File: src/rtl/e1_sa_pkg.sv
package e1_sa_pkg;
    localparam int FRAME_BITS = 256;
    localparam int BIT_W      = $clog2(FRAME_BITS);
    localparam int SA_NUM     = 5;
    localparam int SA_FIRST   = 3;

    typedef logic [BIT_W-1:0]  bitpos_t;
    typedef logic [SA_NUM-1:0] sa_vec_t;

    // position of the bit time about to start, with the select word in force
    typedef struct packed {
        bitpos_t pos;
        logic    nfas;
        sa_vec_t sel;
    } slot_pos_t;

    // one-hot marker of the Sa slot at this position (zero outside slots)
    function automatic sa_vec_t slot_onehot(slot_pos_t p);
        sa_vec_t oh;
        oh = '0;
        for (int k = 0; k < SA_NUM; k++) begin
            if (p.pos == bitpos_t'(SA_FIRST + k)) oh[k] = p.nfas;
        end
        return oh;
    endfunction
endpackage

File: src/rtl/e1_sa_timebase.sv
module e1_sa_timebase
    import e1_sa_pkg::*;
(
    input  logic      clk,
    input  logic      rst,
    input  logic      bit_en,
    input  logic      frame_start,
    input  sa_vec_t   sa_sel_i,
    output slot_pos_t nxt_o
);
    localparam bitpos_t LAST = bitpos_t'(FRAME_BITS - 1);

    bitpos_t cnt_q;
    logic    nfas_q;
    sa_vec_t sel_q;
    slot_pos_t nxt;

    always_comb begin
        nxt.pos  = (frame_start || cnt_q == LAST) ? '0 : cnt_q + bitpos_t'(1);
        nxt.nfas = (nxt.pos == '0) ? ~nfas_q : nfas_q;
        nxt.sel  = (nxt.pos == '0 && nxt.nfas) ? sa_sel_i : sel_q;
    end

    always_ff @(posedge clk) begin
        if (rst) begin
            cnt_q  <= LAST;
            nfas_q <= 1'b1;
            sel_q  <= '0;
        end else if (bit_en) begin
            cnt_q  <= nxt.pos;
            nfas_q <= nxt.nfas;
            sel_q  <= nxt.sel;
        end
    end

    assign nxt_o = nxt;

    a_r8_sel_at_nfas_start: assert property (@(posedge clk) disable iff (rst)
        !$stable(sel_q) |-> (cnt_q == '0 && nfas_q));

    a_r9_strobe_realigns: assert property (@(posedge clk) disable iff (rst)
        (bit_en && frame_start) |=> (cnt_q == '0));
endmodule

File: src/rtl/e1_sa_tx.sv
module e1_sa_tx
    import e1_sa_pkg::*;
(
    input  logic      clk,
    input  logic      rst,
    input  logic      bit_en,
    input  logic      mid_en,
    input  slot_pos_t nxt_i,
    input  sa_vec_t   tx_dflt_i,
    input  logic      txl_data_i,
    output logic      txl_clk_o,
    output logic      tx_sa_o,
    output logic      tx_sa_vld_o
);
    sa_vec_t oh;
    logic    hit;

    always_comb begin
        oh  = slot_onehot(nxt_i);
        hit = |(oh & nxt_i.sel);
    end

    always_ff @(posedge clk) begin
        if (rst) begin
            txl_clk_o   <= 1'b0;
            tx_sa_o     <= 1'b0;
            tx_sa_vld_o <= 1'b0;
        end else if (bit_en) begin
            txl_clk_o   <= hit;
            tx_sa_vld_o <= |oh;
            tx_sa_o     <= hit ? txl_data_i : |(oh & tx_dflt_i);
        end else if (mid_en) begin
            txl_clk_o   <= 1'b0;
        end
    end

    a_r3_pulse_in_slot: assert property (@(posedge clk) disable iff (rst)
        txl_clk_o |-> tx_sa_vld_o);

    a_r3_low_after_mid: assert property (@(posedge clk) disable iff (rst)
        (mid_en && !bit_en) |=> !txl_clk_o);

    a_r4_override: assert property (@(posedge clk) disable iff (rst)
        $rose(txl_clk_o) |-> (tx_sa_o == $past(txl_data_i)));
endmodule

File: src/rtl/e1_sa_rx.sv
module e1_sa_rx
    import e1_sa_pkg::*;
(
    input  logic      clk,
    input  logic      rst,
    input  logic      bit_en,
    input  logic      mid_en,
    input  slot_pos_t nxt_i,
    input  logic      rx_bit_i,
    output logic      rxl_clk_o,
    output logic      rxl_data_o
);
    logic hit;

    always_comb hit = |(slot_onehot(nxt_i) & nxt_i.sel);

    always_ff @(posedge clk) begin
        if (rst) begin
            rxl_clk_o  <= 1'b0;
            rxl_data_o <= 1'b0;
        end else if (bit_en) begin
            rxl_clk_o <= hit;
            if (hit) rxl_data_o <= rx_bit_i;
        end else if (mid_en) begin
            rxl_clk_o <= 1'b0;
        end
    end

    a_r7_data_moves_with_clock: assert property (@(posedge clk) disable iff (rst)
        !$stable(rxl_data_o) |-> $rose(rxl_clk_o));

    a_r6_low_after_mid: assert property (@(posedge clk) disable iff (rst)
        (mid_en && !bit_en) |=> !rxl_clk_o);
endmodule

File: src/rtl/e1_sa_link.sv
module e1_sa_link
    import e1_sa_pkg::*;
(
    input  logic             clk,
    input  logic             rst,
    input  logic             bit_en,
    input  logic             mid_en,
    input  logic             frame_start,
    input  logic [SA_NUM-1:0] sa_sel_i,
    input  logic [SA_NUM-1:0] tx_dflt_i,
    input  logic             txl_data_i,
    output logic             txl_clk_o,
    output logic             tx_sa_o,
    output logic             tx_sa_vld_o,
    input  logic             rx_bit_i,
    output logic             rxl_clk_o,
    output logic             rxl_data_o
);
    slot_pos_t nxt;

    e1_sa_timebase u_tb (
        .clk        (clk),
        .rst        (rst),
        .bit_en     (bit_en),
        .frame_start(frame_start),
        .sa_sel_i   (sa_sel_i),
        .nxt_o      (nxt)
    );

    e1_sa_tx u_tx (
        .clk        (clk),
        .rst        (rst),
        .bit_en     (bit_en),
        .mid_en     (mid_en),
        .nxt_i      (nxt),
        .tx_dflt_i  (tx_dflt_i),
        .txl_data_i (txl_data_i),
        .txl_clk_o  (txl_clk_o),
        .tx_sa_o    (tx_sa_o),
        .tx_sa_vld_o(tx_sa_vld_o)
    );

    e1_sa_rx u_rx (
        .clk       (clk),
        .rst       (rst),
        .bit_en    (bit_en),
        .mid_en    (mid_en),
        .nxt_i     (nxt),
        .rx_bit_i  (rx_bit_i),
        .rxl_clk_o (rxl_clk_o),
        .rxl_data_o(rxl_data_o)
    );

    a_r5_quiet_outside_slot: assert property (@(posedge clk) disable iff (rst)
        !tx_sa_vld_o |-> (!tx_sa_o && !rxl_clk_o));
endmodule

File: config.mk
export PLATFORM = sky130hd
export DESIGN_NAME = e1_sa_link
export DESIGN_NICKNAME = d
export VERILOG_FILES = /design/src/rtl/e1_sa_pkg.sv /design/src/rtl/e1_sa_timebase.sv /design/src/rtl/e1_sa_tx.sv /design/src/rtl/e1_sa_rx.sv /design/src/rtl/e1_sa_link.sv
export SDC_FILE = /design/constraint.sdc
export NUM_CORES = 1
export LEC_CHECK = 0
export BUFFER_PORTS_ARGS = -buffer_cell sky130_fd_sc_hd__buf_2
export CAP_MARGIN = 20
export CORE_ASPECT_RATIO = 0.9
export CORE_UTILIZATION = 60
export DETAILED_ROUTE_END_ITERATION = 12
export HOLD_SLACK_MARGIN = 0.03
export PLACE_DENSITY = 0.91
export SKIP_LAST_GASP = 1
export SLEW_MARGIN = 40
export SYNTH_ARGS = -nofsm -noshare
export SYNTH_HDL_FRONTEND = slang
export SYNTH_HIERARCHICAL = 1
export SYNTH_SLANG_ARGS = --single-unit
File: constraint.sdc
create_clock -name clk -period 8 [get_ports clk]
set_input_delay 1.6 -clock clk [delete_from_list [all_inputs] [get_ports clk]]
set_output_delay 1.6 -clock clk [all_outputs]
set_load 0.005 [all_outputs]
# [Word-level counts from Yosys, hierarchy flattened]
# Index checks and enable logic that the tools add are counted.
[word_totals] reg_bits=18 mem_bits_ro=0 wordCells=36 n_memories=0 inputBits=17 latchBits=0 ramBits=0
[op_classes] addsub=1 mul=0 n_shift=0 n_mux=11 reduce_logical=8 div_mod_pow=0 magnitude_cmp=0 bitwise_logic=3 eq_ne=6
[ops] operator="$eq 8x3->1 const B" count=4
[ops] operator="$reduce_or 5->1" count=3
[ops] operator="$and 5x5->5" count=2
[ops] operator="$mux 1" count=9
[ops] operator="$add 8x1->8 const B" count=1
[ops] operator="$eq 8x2->1 const B" count=1
[ops] operator="$eq 8x8->1 const B" count=1
[ops] operator="$logic_not 8->1" count=1
[ops] operator="$mux 8" count=1
[ops] operator="$mux 5" count=1
[ops] operator="$reduce_and 2->1" count=1
[ops] operator="$reduce_bool 2->1" count=1
[ops] operator="$logic_and 1x1->1" count=1
[ops] operator="$logic_or 1x1->1" count=1
[ops] operator="$not 1->1" count=1

# [Longest topological paths before layout]
# Gate-level depths: netlist of run 1.
[logic_depth] depth_word=10 depth_mapped=12

# [Modules after synthesis]
# Netlist of run 1, hierarchy kept.
[by_module_without_submodules] module="e1_sa_timebase" n_inst=1 seq_area_each_um2=280.3 area_per_inst_um2=938.4 cells_each=114
[by_module_without_submodules] module="e1_sa_tx" n_inst=1 seq_area_each_um2=60.1 area_per_inst_um2=285.3 cells_each=32
[by_module_without_submodules] module="e1_sa_rx" n_inst=1 seq_area_each_um2=40.0 area_per_inst_um2=177.7 cells_each=15

# [Worst setup path before layout of run 1]
# No wires, ideal clock.
[synth_path] path_kind="input -> register" start="in frame_start" end="reg u_rx.rxl_clk_o" n_path_buf=0 arrival_time_ps=3328 setup_ps=115 path_stages=9 path_slack_ps=4557 path_cell_list="nor3_1 > a31o_2 > a221oi_2 > ha_1 > mux2_2 > mux2_4 > nand3b_4 > a2111oi_4 > o21ba_1"
[synth_rtl] item="from (decl)" line="e1_sa_link.sv:8" rtl="input logic frame_start,"
[synth_rtl] item="to (signal assigned)" line="e1_sa_rx.sv:22" rtl="rxl_clk_o <= hit;"
[synth_rtl] item="to (decl)" line="e1_sa_rx.sv:10" rtl="output logic rxl_clk_o,"

==> metrics.md, run 1 <==
| Metric | Value |
|---|---|
| Status | `complete, no violations` |
| RR Endpoint | `u_rx/rxl_data_o` |
| Flop pwr share | `45.8%` |
| Die width | `52.9 um` |
| R2R Setup Slk | `4610 ps` |
| Synth unique cells | `58` |
| IO buf count | `21` |
| Post-CTS sizing | `0` |
| Antenna violations before repair | `0` |
| Yosys reg bits | `19` |
| Crit-path max FO | `8` |
| Worst-Margin Slew | `753 ps` |
| Initial core utilization | `64.2%` |
| Switching Fraction | `35.7%` |
| First-pass iteration count of the detailed router | `4` |
| Total CTS buffers | `3` |
| Max-cap viol count | `0` |
| Post-Syn Nets | `180` |
| GPL Wtd Cong | `0.866` |
| All-Layer GR Usage | `27.5%` |
| Clk pwr share | `21.3%` |
| Lkg Pwr | `0.636 nW` |
| Row count | `16` |
| Vias in the first global route | `1,092` |
| Primary FF master, synth | `dfxtp_1` |
| GRT overflow | `0` |
| Setup crit end | `u_rx/rxl_data_o` |
| P&R area growth vs syn | `6.52%` |
| TritonCTS Sinks | `19` |
| # DRC | `0` |
| Setup violations, final | `0` |
| Asr flop ratio synth | `0%` |
| Final slew viol count | `0` |
| Core Box Area | `0.00218 sq mm` |
| Io pins | `22` |
| Slew margin rel. | `49.6%` |
| Post-synthesis instance area | `0.00140 sq mm` |
| Synth Warn # | `6` |
| Power Dens Cells | `162 mW/mm^2` |
| Die area | `0.00253 sq mm` |
| Logic pwr share | `32.9%` |
| Final Hold Viols | `0` |
| Initial DRC count | `33` |
| Register area share after synthesis | `27.1%` |
| Largest net degree at the start of global routing | `23` |
| Fin worst setup slack | `4460 ps` |
| Share of layout cells above drive strength 1 | `27.4%` |
| First-pass GRT wire length | `5000 um` |
| Internal | `156 uW` |
| Clock-pin slew on the worst setup and hold paths | `120 ps` |
| Worst clock skew | `14.9 ps` |
| Final net count | `195` |
| Hold_buf cts | `0` |
| Final hold slack | `486 ps` |
| CTS tree | `done` |
| Post-DR wirelength/cell | `15.9 um` |
| Max H-tree Level | `1` |
| Crit end category | `flop` |
| Max Fclk | `282 MHz` |
| Post-Layout Inst Area | `0.00149 sq mm` |
| Syn Inst Count | `161` |
| Maximum vdd drop | `0.118 mV` |
| Total Power | `242 uW` |
| Placed cell area | `0.00147 sq mm` |
| Root buffer cell | `clkbuf_4` |
| Setup crit start | `frame_start` |
| Reg2reg path depth | `9` |
| Kind of critical path | `input port to flop` |
| Setup bufs post-CTS | `0` |
| Worst skew pair latency | `320 ps` |
| Number of synthesized flops with an enable pin | `0` |
| N_diodes | `0` |
| CP arrival | `3790 ps` |
| Fin crit share | `44.3%` |
| Max clock buf depth | `2` |
| Final HPWL DP | `2320 um` |
| Drt via density | `6.34` |
| DR vias | `1,280` |
| TNS Setup | `0 ps` |
| Chip height | `47.8 um` |
| Min Tclk post-route | `3540 ps` |
| Synth Area per Inst | `8.70 sq um` |
| Worst hold-check path type | `flop to flop` |
| Final wirelength | `3210 um` |
| Crit start category | `input port` |
| Worst endpoint required time | `8250 ps` |
| RSZ-0062 raised after global routing | `false` |
| P_sw | `86.5 uW` |
| Detail Route Antenna Nets | `0` |
| Origin of the critical flop-to-flop path | `u_tb/cnt_q[0]` |
| Post-Place Worst Slack | `4110 ps` |
==> flip-flops by register name, summed over array words and instances, names as in the netlist <==
| name | flops |
|---|---|
| u_rx/rxl_clk_o | 1 |
| u_tx/txl_clk_o | 1 |
| u_tx/tx_sa_vld_o | 1 |
| u_tb/nfas_q | 1 |
| u_rx/rxl_data_o | 1 |
| u_tx/tx_sa_o | 1 |
| u_tb/sel_q | 5 |
| u_tb/cnt_q | 8 |
==> power by group through the flow <==
stage | sequential, mW | clock (mW) | combinational [mW]
6_report | 0.111 | 0.0516 | 0.0797
5_1_grt | 0.112 | 0.0551 | 0.0869
4_1_cts | 0.110 | 0.0515 | 0.0787
3_5_place_dp | 0.112 | 0 | 0.0783
3_3_place_gp | 0.112 | 0 | 0.0746
2_1_floorplan | 0.106 | 0 | 0.0709
==> cell usage in the layout, fill, tap and decap left out, types with 2 or more instances in the layout <==
cell type and n:
mux2_4 2, nand4_1 2, or3_1 2, o21ai_0 6
nand2b_1 5, nand3b_1 2, o31ai_1 2, nand3_1 3
nor3_1 8, and3b_1 2, a21o_1 3, xnor2_1 4
ha_1 2, nand4bb_1 2, buf_2 21, dfxtp_1 19
a21oi_1 6, nor2_1 24, clkbuf_4 3, o211ai_1 2
nand2_1 6, a221o_1 4, inv_1 6, mux2_2 5
mux2i_1 2, a211o_1 2
==> worst min-delay path by stage <==
| stage | slack, ps | from | depth (start not counted) | endpoint |
|---|---|---|---|---|
| floorplan | 450 | u_tb/nfas_q | 2 | u_tb/nfas_q |
| global placement | 460 | u_tx/tx_sa_vld_o | 2 | u_tx/tx_sa_vld_o |
| detailed placement | 470 | u_tb/sel_q[0] | 2 | u_tb/sel_q[0] |
| CTS | 490 | u_tb/sel_q[0] | 2 | u_tb/sel_q[0] |
| global route | 520 | u_tb/sel_q[3] | 2 | u_tb/sel_q[3] |
| finish | 490 | u_tb/sel_q[0] | 2 | u_tb/sel_q[0] |
==> cell families after synthesis <==
logic type      share of synthesized area (%)
buf+inv                                  6.96
xor+xnor                                 3.12
compound gates                           24.2
simple gates                             28.4
mux                                      8.39
flops                                    27.1
fa+ha+maj                                1.79
==> metrics by stage <==
stage / utilization [%] / instances
final: 68.4 / 202
after floorplan: - / 161
after global routing: 68.4 / 202
after CTS: 68.4 / 202
after detailed placement: 67.1 / 198
after global placement: 67.1 / 198
==> critical path: stages <==
cell	delay, ps
buf_2	150
nor3_1	70
a31o_2	290
a221oi_2	200
ha_1	360
mux2_2	250
o221ai_1	170
a2111oi_4	450
mux2i_1	250
==> layout make-up <==
class / instances / area [sq um]
Inverter: 6 / 22.5
Timing Repair Buffer: 21 / 105
Tap cell: 27 / 33.8
Clock buffer: 3 / 22.5
Clock inverter: 1 / 5.00
Fill cell: 171 / 689
Sequential cell: 19 / 380
Multi-Input combinational cell: 125 / 923
==> synth_stat cells (4+ instances only) <==
| library cell | number | area share [%] |
|---|---|---|
| o21ai_0 | 6 | 2.1 |
| nor2_1 | 24 | 6.4 |
| nand2b_1 | 5 | 2.2 |
| mux2_2 | 5 | 4.0 |
| a21oi_1 | 6 | 2.1 |
| nor3_1 | 8 | 2.9 |
| inv_1 | 6 | 1.6 |
| dfxtp_1 | 19 | 27 |
| a221o_1 | 4 | 2.9 |
| nand2_1 | 6 | 1.6 |
| xnor2_1 | 4 | 2.5 |
==> routing by layer <==
layer / up-vias / GRT usage [%] / part of all wire [%]
met1: 591 / 34.5 / 42
met5: - / 0 / 0
met4: 0 / 12.1 / 1.3
met2: 57 / 44.8 / 48
li1: 624 / - / -
met3: 8 / 7.30 / 7.8
Note: power is estimated with default switching activity, not from simulation.
==> run 2, diff against run 1 <==
Settings changed: CORE_UTILIZATION 60 to 56, PLACE_DENSITY 0.91 to 0.86.
Clock period 8 ns to 3.7 ns, I/O delays scaled along.
==> metrics.md, run 2 (synthesis results as in run 1) <==
| Metric | Value |
|---|---|
| Status | `complete, no violations` |
| # DRC | `0 (unchanged)` |
| Clock-pin slew on the worst setup and hold paths | `120 ps (about the same)` |
| Worst-Margin Slew | `729 ps (-23.2 ps)` |
| Final net count | `196 (+0.51%)` |
| Worst hold-check path type | `flop to flop` |
| Io pins | `22 (unchanged)` |
| Worst clock skew | `1.89 ps (-13.0 ps)` |
| Final wirelength | `2940 um (-8.5%)` |
| DR vias | `1,293 (+1.0%)` |
| Initial core utilization | `61.9% (-2.3 points)` |
| Slew margin rel. | `51.2% (+1.6 points)` |
| GPL Wtd Cong | `0.890 (+2.7%)` |
| Core Box Area | `0.00226 sq mm (+3.7%)` |
| Fill cells | `197 (+15%)` |
| Cells along the critical path | `ha_1 > and2_4 > mux2_4 > a221oi_2 > ha_1 > mux2_2 > o221ai_1 > a2111oi_4 > mux2i_1` |
| Max Fclk | `314 MHz` |
| Row count | `16 (unchanged)` |
| Chip height | `49.5 um (+3.4%)` |
| Final HPWL DP | `2100 um (-9.6%)` |
| Final slew viol count | `0 (unchanged)` |
| Crit end category | `flop` |
| Fin crit share | `86.0%` |
| Worst skew pair latency | `310 ps (about the same)` |
| Min Tclk post-route | `3180 ps` |
| Die area | `0.00271 sq mm (+6.9%)` |
| Hold_buf cts | `0 (unchanged)` |
| First-pass GRT wire length | `4950 um (-1.1%)` |
| Largest net degree at the start of global routing | `23 (unchanged)` |
| First-pass iteration count of the detailed router | `4 (unchanged)` |
| IO buf count | `21 (unchanged)` |
| Max FFs per register | `8 (unchanged)` |
| Drt via density | `6.37 (+0.52%)` |
| Max H-tree Level | `1 (unchanged)` |
| N_diodes | `0 (unchanged)` |
| Post-DR wirelength/cell | `14.5 um (-9.0%)` |
| Largest Register | `u_tb/cnt_q` |
| Final Hold Viols | `0 (unchanged)` |
| Maximum vdd drop | `0.261 mV (+120%)` |
| Delay of the slowest cell on the worst path | `530 ps (+80 ps)` |
| Vias in the first global route | `1,136 (+4.0%)` |
| Total CTS buffers | `3 (unchanged)` |
| Finished Core Util | `66.3% (-2.1 points)` |
| All-Layer GR Usage | `24.8% (-2.6 points)` |
| TNS Setup | `0 ps (unchanged)` |
| P&R area growth vs syn | `7.05%` |
| Post-Layout Inst Area | `0.00150 sq mm (+0.50%)` |
| Lkg Pwr | `0.641 nW (+0.81%)` |
| Most frequent cells in the layout | `24 x nor2_1, 21 x buf_2, 19 x dfxtp_1, 8 x nor3_1` |
| Most common cell after layout, fill and taps aside | `nor2_1` |
| Layout Cells excl Fill | `203 (+0.50%)` |
| Biggest regs | `u_tb/cnt_q x8, u_tb/sel_q x5` |
| Power Dens Cells | `349 mW/mm^2 (+110%)` |
| Worst endpoint required time | `3950 ps (-4300 ps)` |
| GRT overflow | `0 (unchanged)` |
| Detail Route Antenna Nets | `0 (unchanged)` |
| Buffer and inverter count on the worst path | `0 (-1)` |
| RSZ-0062 raised after global routing | `false` |
| Kind of critical path | `flop to flop` |
| Delay-heaviest family, CP | `compound AO/OA/AOI/OAI gates` |
| Setup violations, final | `0 (unchanged)` |
| Die width | `54.7 um (+3.4%)` |
| Crit start category | `flop` |
| Crit-path max FO | `11 (+3)` |
| Placed cell area | `0.00147 sq mm (+0.51%)` |
| Share of layout cells above drive strength 1 | `27.8% (+0.41 points)` |
| Max-cap viol count | `0 (unchanged)` |
| Initial DRC count | `37 (+12%)` |
| Most used cell, CP | `ha_1` |
| Slowest-stage cell, CP | `dfxtp_1` |
| TritonCTS Sinks | `19 (unchanged)` |
| CTS tree | `done` |
| Post-CTS sizing | `0 (unchanged)` |
| CP arrival | `3430 ps (-360 ps)` |
| DP Cell Count | `199 (+0.51%)` |
| Antenna violations before repair | `0 (unchanged)` |
| Setup bufs post-CTS | `0 (unchanged)` |
| Root buffer cell | `clkbuf_4` |
| Max clock buf depth | `2 (unchanged)` |
run 2: tightest hold or removal path, cell delays in order (launching register included):
cell,delay [ps]
dfxtp_1,330
nand2b_1,60
a21oi_1,50
run 2: per-layer routing:
layer  share of wire [%]  track usage [%]
met5                   0                0
met2                  48             37.6
met4                0.41             7.69
met1                  44             32.9
met3                 7.7             7.72
run 2: layout make-up:
| type | count | area (sq um) | share of cell area (%) |
|---|---|---|---|
| Clock buffer | 3 | 22.5 | 1.50 |
| Clock inverter | 1 | 5.00 | 0.334 |
| Inverter | 6 | 22.5 | 1.50 |
| Multi-Input combinational cell | 125 | 923 | 61.6 |
| Sequential cell | 19 | 380 | 25.4 |
| Tap cell | 27 | 33.8 | 2.25 |
| Timing Repair Buffer | 22 | 113 | 7.51 |
run 2: report_power, final:
part	internal, mW	total (mW)	switching, mW
clock network	0.0404	0.113	0.0726
logic	0.0793	0.172	0.0924
registers	0.218	0.238	0.0199
run 2: final timing paths:
path | startpoint | endpoint | slack, ps | depth (start not counted)
worst min register to register | u_tx/tx_sa_vld_o | u_tx/tx_sa_vld_o | 480 | 2
worst max-delay path | u_tb/cnt_q[0] | u_rx/rxl_data_o | 520 | 9
worst min-delay path | u_tx/tx_sa_vld_o | u_tx/tx_sa_vld_o | 480 | 2
worst max register to register | u_tb/cnt_q[0] | u_rx/rxl_data_o | 520 | 9
run 2: per-stage QoR:
step           hold slack (ps)  worst slack, ps  total power, mW
2_1_floorplan              449              884            0.382
3_3_place_gp               456              617            0.406
3_5_place_dp               463              551            0.412
4_1_cts                    484              537            0.524
5_1_grt                    508              320            0.555
6_report                   481              519            0.523
==> run 3, diff against run 2 <==
Settings changed: CAP_MARGIN 20 to not set, CORE_UTILIZATION 56 to 55, PLACE_DENSITY 0.86 to not set, PLACE_DENSITY_LB_ADDON set to 0.3, SYNTH_HIERARCHICAL 1 to not set.
==> metrics.md, run 3 <==
| Metric | Value |
|---|---|
| Lkg Pwr | `0.585 nW (-8.8%)` |
| Drt via density | `5.99 (-6.0%)` |
| Share of layout cells above drive strength 1 | `21.4% (-6.5 points)` |
| Syn Inst Count | `159 (-1.2%)` |
| Most frequent cells in the layout | `21 x buf_2, 18 x nand2_1, 18 x dfxtp_1, 10 x a21oi_1` |
| Delay-heaviest family, CP | `compound AO/OA/AOI/OAI gates` |
| Initial core utilization | `59.0% (-3.0 points)` |
| Clock-pin slew on the worst setup and hold paths | `120 ps (about the same)` |
| Hold_buf cts | `0 (unchanged)` |
| Die width | `53.4 um (-2.3%)` |
| Most used cell, CP | `a21oi_1` |
| N_diodes | `0 (unchanged)` |
| Total CTS buffers | `3 (unchanged)` |
| Worst hold-check path type | `flop to flop` |
| Synth Warn # | `0 (-6)` |
| Crit-path max FO | `9 (-2)` |
| First-pass iteration count of the detailed router | `4 (unchanged)` |
| Met3 wire len | `180 um (-20%)` |
| Max H-tree Level | `1 (unchanged)` |
| First-pass GRT wire length | `4730 um (-4.3%)` |
| DRT met1 WL | `1370 um (+5.4%)` |
| CP arrival | `3610 ps (+180 ps)` |
| GPL Wtd Cong | `0.967 (+8.6%)` |
| Max Fclk | `296 MHz (-5.7%)` |
| Antenna violations before repair | `0 (unchanged)` |
| GRT overflow | `0 (unchanged)` |
| Synth unique cells | `53 (-8.6%)` |
| Buffer and inverter count on the worst path | `1 (+1)` |
| Worst clock skew | `7.55 ps (+5.66 ps)` |
| Met2 wire length | `1240 um (-11%)` |
| Detail Route Antenna Nets | `0 (unchanged)` |
| P&R area growth vs syn | `4.11%` |
| Core Box Area | `0.00222 sq mm (-1.8%)` |
| Kind of critical path | `flop to flop` |
| Row count | `16 (unchanged)` |
| Post-CTS sizing | `0 (unchanged)` |
| Max clock buf depth | `2 (unchanged)` |
| Worst-Margin Slew | `442 ps (-287 ps)` |
| Final Hold Viols | `0 (unchanged)` |
| IO buf count | `21 (unchanged)` |
| All-Layer GR Usage | `24.6% (-0.18 points)` |
| TritonCTS Sinks | `18 (-1)` |
| Slowest-stage cell, CP | `dfxtp_1` |
| Slew margin rel. | `69.7% (+19 points)` |
| Highest metal used | `met4` |
| Most common cell after layout, fill and taps aside | `buf_2` |
| Io pins | `22 (unchanged)` |
| Largest Register | `u_tb.cnt_q` |
| Setup bufs post-CTS | `0 (unchanged)` |
| Delay of the slowest cell on the worst path | `430 ps (-100 ps)` |
| Initial DRC count | `48 (+30%)` |
| Top cells by instance count after synthesis | `18 x dfxtp_1, 18 x nand2_1, 10 x a21oi_1` |
| Worst skew pair latency | `300 ps (about the same)` |
| Crit start category | `flop` |
| Asr flop ratio synth | `0% (unchanged)` |
| Primary FF master, synth | `dfxtp_1` |
| Status | `complete, no violations` |
| Post-synthesis instance area | `0.00131 sq mm (-6.5%)` |
| Synth top area share | `27.5% (+0.36 points)` |
| Number of synthesized flops with an enable pin | `0 (unchanged)` |
| # DRC | `0 (unchanged)` |
| Final hold slack | `463 ps (-18.8 ps)` |
| Fin crit share | `91.2% (+5.2 points)` |
| Final HPWL DP | `2050 um (-2.4%)` |
| Final wirelength | `2820 um (-3.9%)` |
| Post-Syn Nets | `178 (-1.1%)` |
| Final net count | `193 (-1.5%)` |
| Synth Area per Inst | `8.24 sq um (-5.3%)` |
| Fill cells | `192 (-2.5%)` |
| Maximum vdd drop | `0.278 mV (+6.2%)` |
| Register area share after synthesis | `27.5% (+0.36 points)` |
| Cells along the critical path | `ha_1 > a21oi_1 > o31ai_2 > a21oi_2 > a211o_1 > a21oi_1 > ha_1 > buf_4 > mux2i_1 > nor2b_1 > a21oi_1 > nand3_1 > o32a_1 > mux2i_1` |
| Die area | `0.00258 sq mm (-4.6%)` |
| RSZ-0062 raised after global routing | `false` |
| Chip height | `48.3 um (-2.3%)` |
| CTS tree | `done` |
| Post-DR wirelength/cell | `14.1 um (-2.5%)` |
| Biggest regs | `u_tb.cnt_q x8, u_tb.sel_q x5` |
| Vias in the first global route | `1,054 (-7.2%)` |
| Min Tclk post-route | `3370 ps (+194 ps)` |
| Ranking of synthesized cells by area | `dfxtp_1 28%, nand2_1 5.2%, clkbuf_8 4.2%` |
| Max FFs per register | `8 (unchanged)` |
| Largest net degree at the start of global routing | `25 (+8.7%)` |
| Power Dens Cells | `354 mW/mm^2 (+1.5%)` |
| Max-cap viol count | `0 (unchanged)` |
| Final slew viol count | `0 (unchanged)` |
| Setup violations, final | `0 (unchanged)` |
| Worst endpoint required time | `3940 ps (about the same)` |
| DR vias | `1,198 (-7.3%)` |
| TNS Setup | `0 ps (unchanged)` |
| Yosys reg bits | `18 (-1)` |
| Area leader, netlist | `dfxtp_1` |
| Crit end category | `flop` |
| Root buffer cell | `clkbuf_4` |
## run 3: changes by cell type in the layout (fill, tap and decap cells not counted), sizes merged, moves of 4 or more
cell   previous run  this run
nand3             3         9
xnor2             4         0
mux2              8         3
nor2             24         9
nor3              9         4
a21oi             6        11
nand2             6        18
## run 3: through the flow
stage / std cells / instance area (sq um) / power (mW) / utilization [%] / setup slack [ps]
after floorplan: 159 / 1310 / 0.337 / - / 751
after global placement: 196 / 1330 / 0.353 / 59.7 / 615
after detailed placement: 196 / 1330 / 0.355 / 59.7 / 425
after CTS: 200 / 1360 / 0.484 / 61.4 / 393
after global routing: 200 / 1360 / 0.510 / 61.4 / 89.1
final: 200 / 1360 / 0.483 / 61.4 / 326
## run 3: final timing paths
path	cells after the start	endpoint	from	slack [ps]
setup / recovery	14	u_rx.rxl_data_o	u_tb.cnt_q[1]	330
hold / removal	2	u_tb.sel_q[4]	u_tb.sel_q[4]	460
setup reg to reg	14	u_rx.rxl_data_o	u_tb.cnt_q[1]	330
hold reg to reg	2	u_tb.sel_q[4]	u_tb.sel_q[4]	460
## run 3: kinds of logic (layout without fill, tap and decap cells)
kind of cell	after synthesis	in the layout	share of synthesized area, %
AOI/OAI and AO/OA	43	43	23.9
xor gates and xnor gates	1	1	0.669
adders and majority gates	2	2	1.91
buffers and inverters	22	36	13.3
DFF	18	18	27.5
muxes	8	8	6.40
and+or+nand+nor	65	65	26.4
## run 3: report_power, final
group | leakage, nW | internal [mW] | switching [mW] | total [mW]
logic | 0.416 | 0.0578 | 0.0743 | 0.132
clock network | 0.0210 | 0.0600 | 0.0678 | 0.128
registers | 0.148 | 0.205 | 0.0181 | 0.223
total | 0.585 | 0.322 | 0.160 | 0.483
## run 3: per-layer routing
metal  vias up  track usage [%]
met5         -                0
met4         0             5.70
met3         4             6.60
met2        48             35.0
met1       537             36.6
li1        609                -
## run 3: cell type report
type	count	area (sq um)	area share (%)
multi-input cells	119	776	56.9
flip-flops and latches	18	360	26.4
well taps	27	33.8	2.48
clock buffers	4	36.3	2.66
repair buffers	24	128	9.36
inverters	8	30.0	2.20
## run 3: tightest hold or removal path, stage by stage, from the launching register on
cell and delay [ps]:
dfxtp_1 320, nand2_1 50, a21oi_1 50
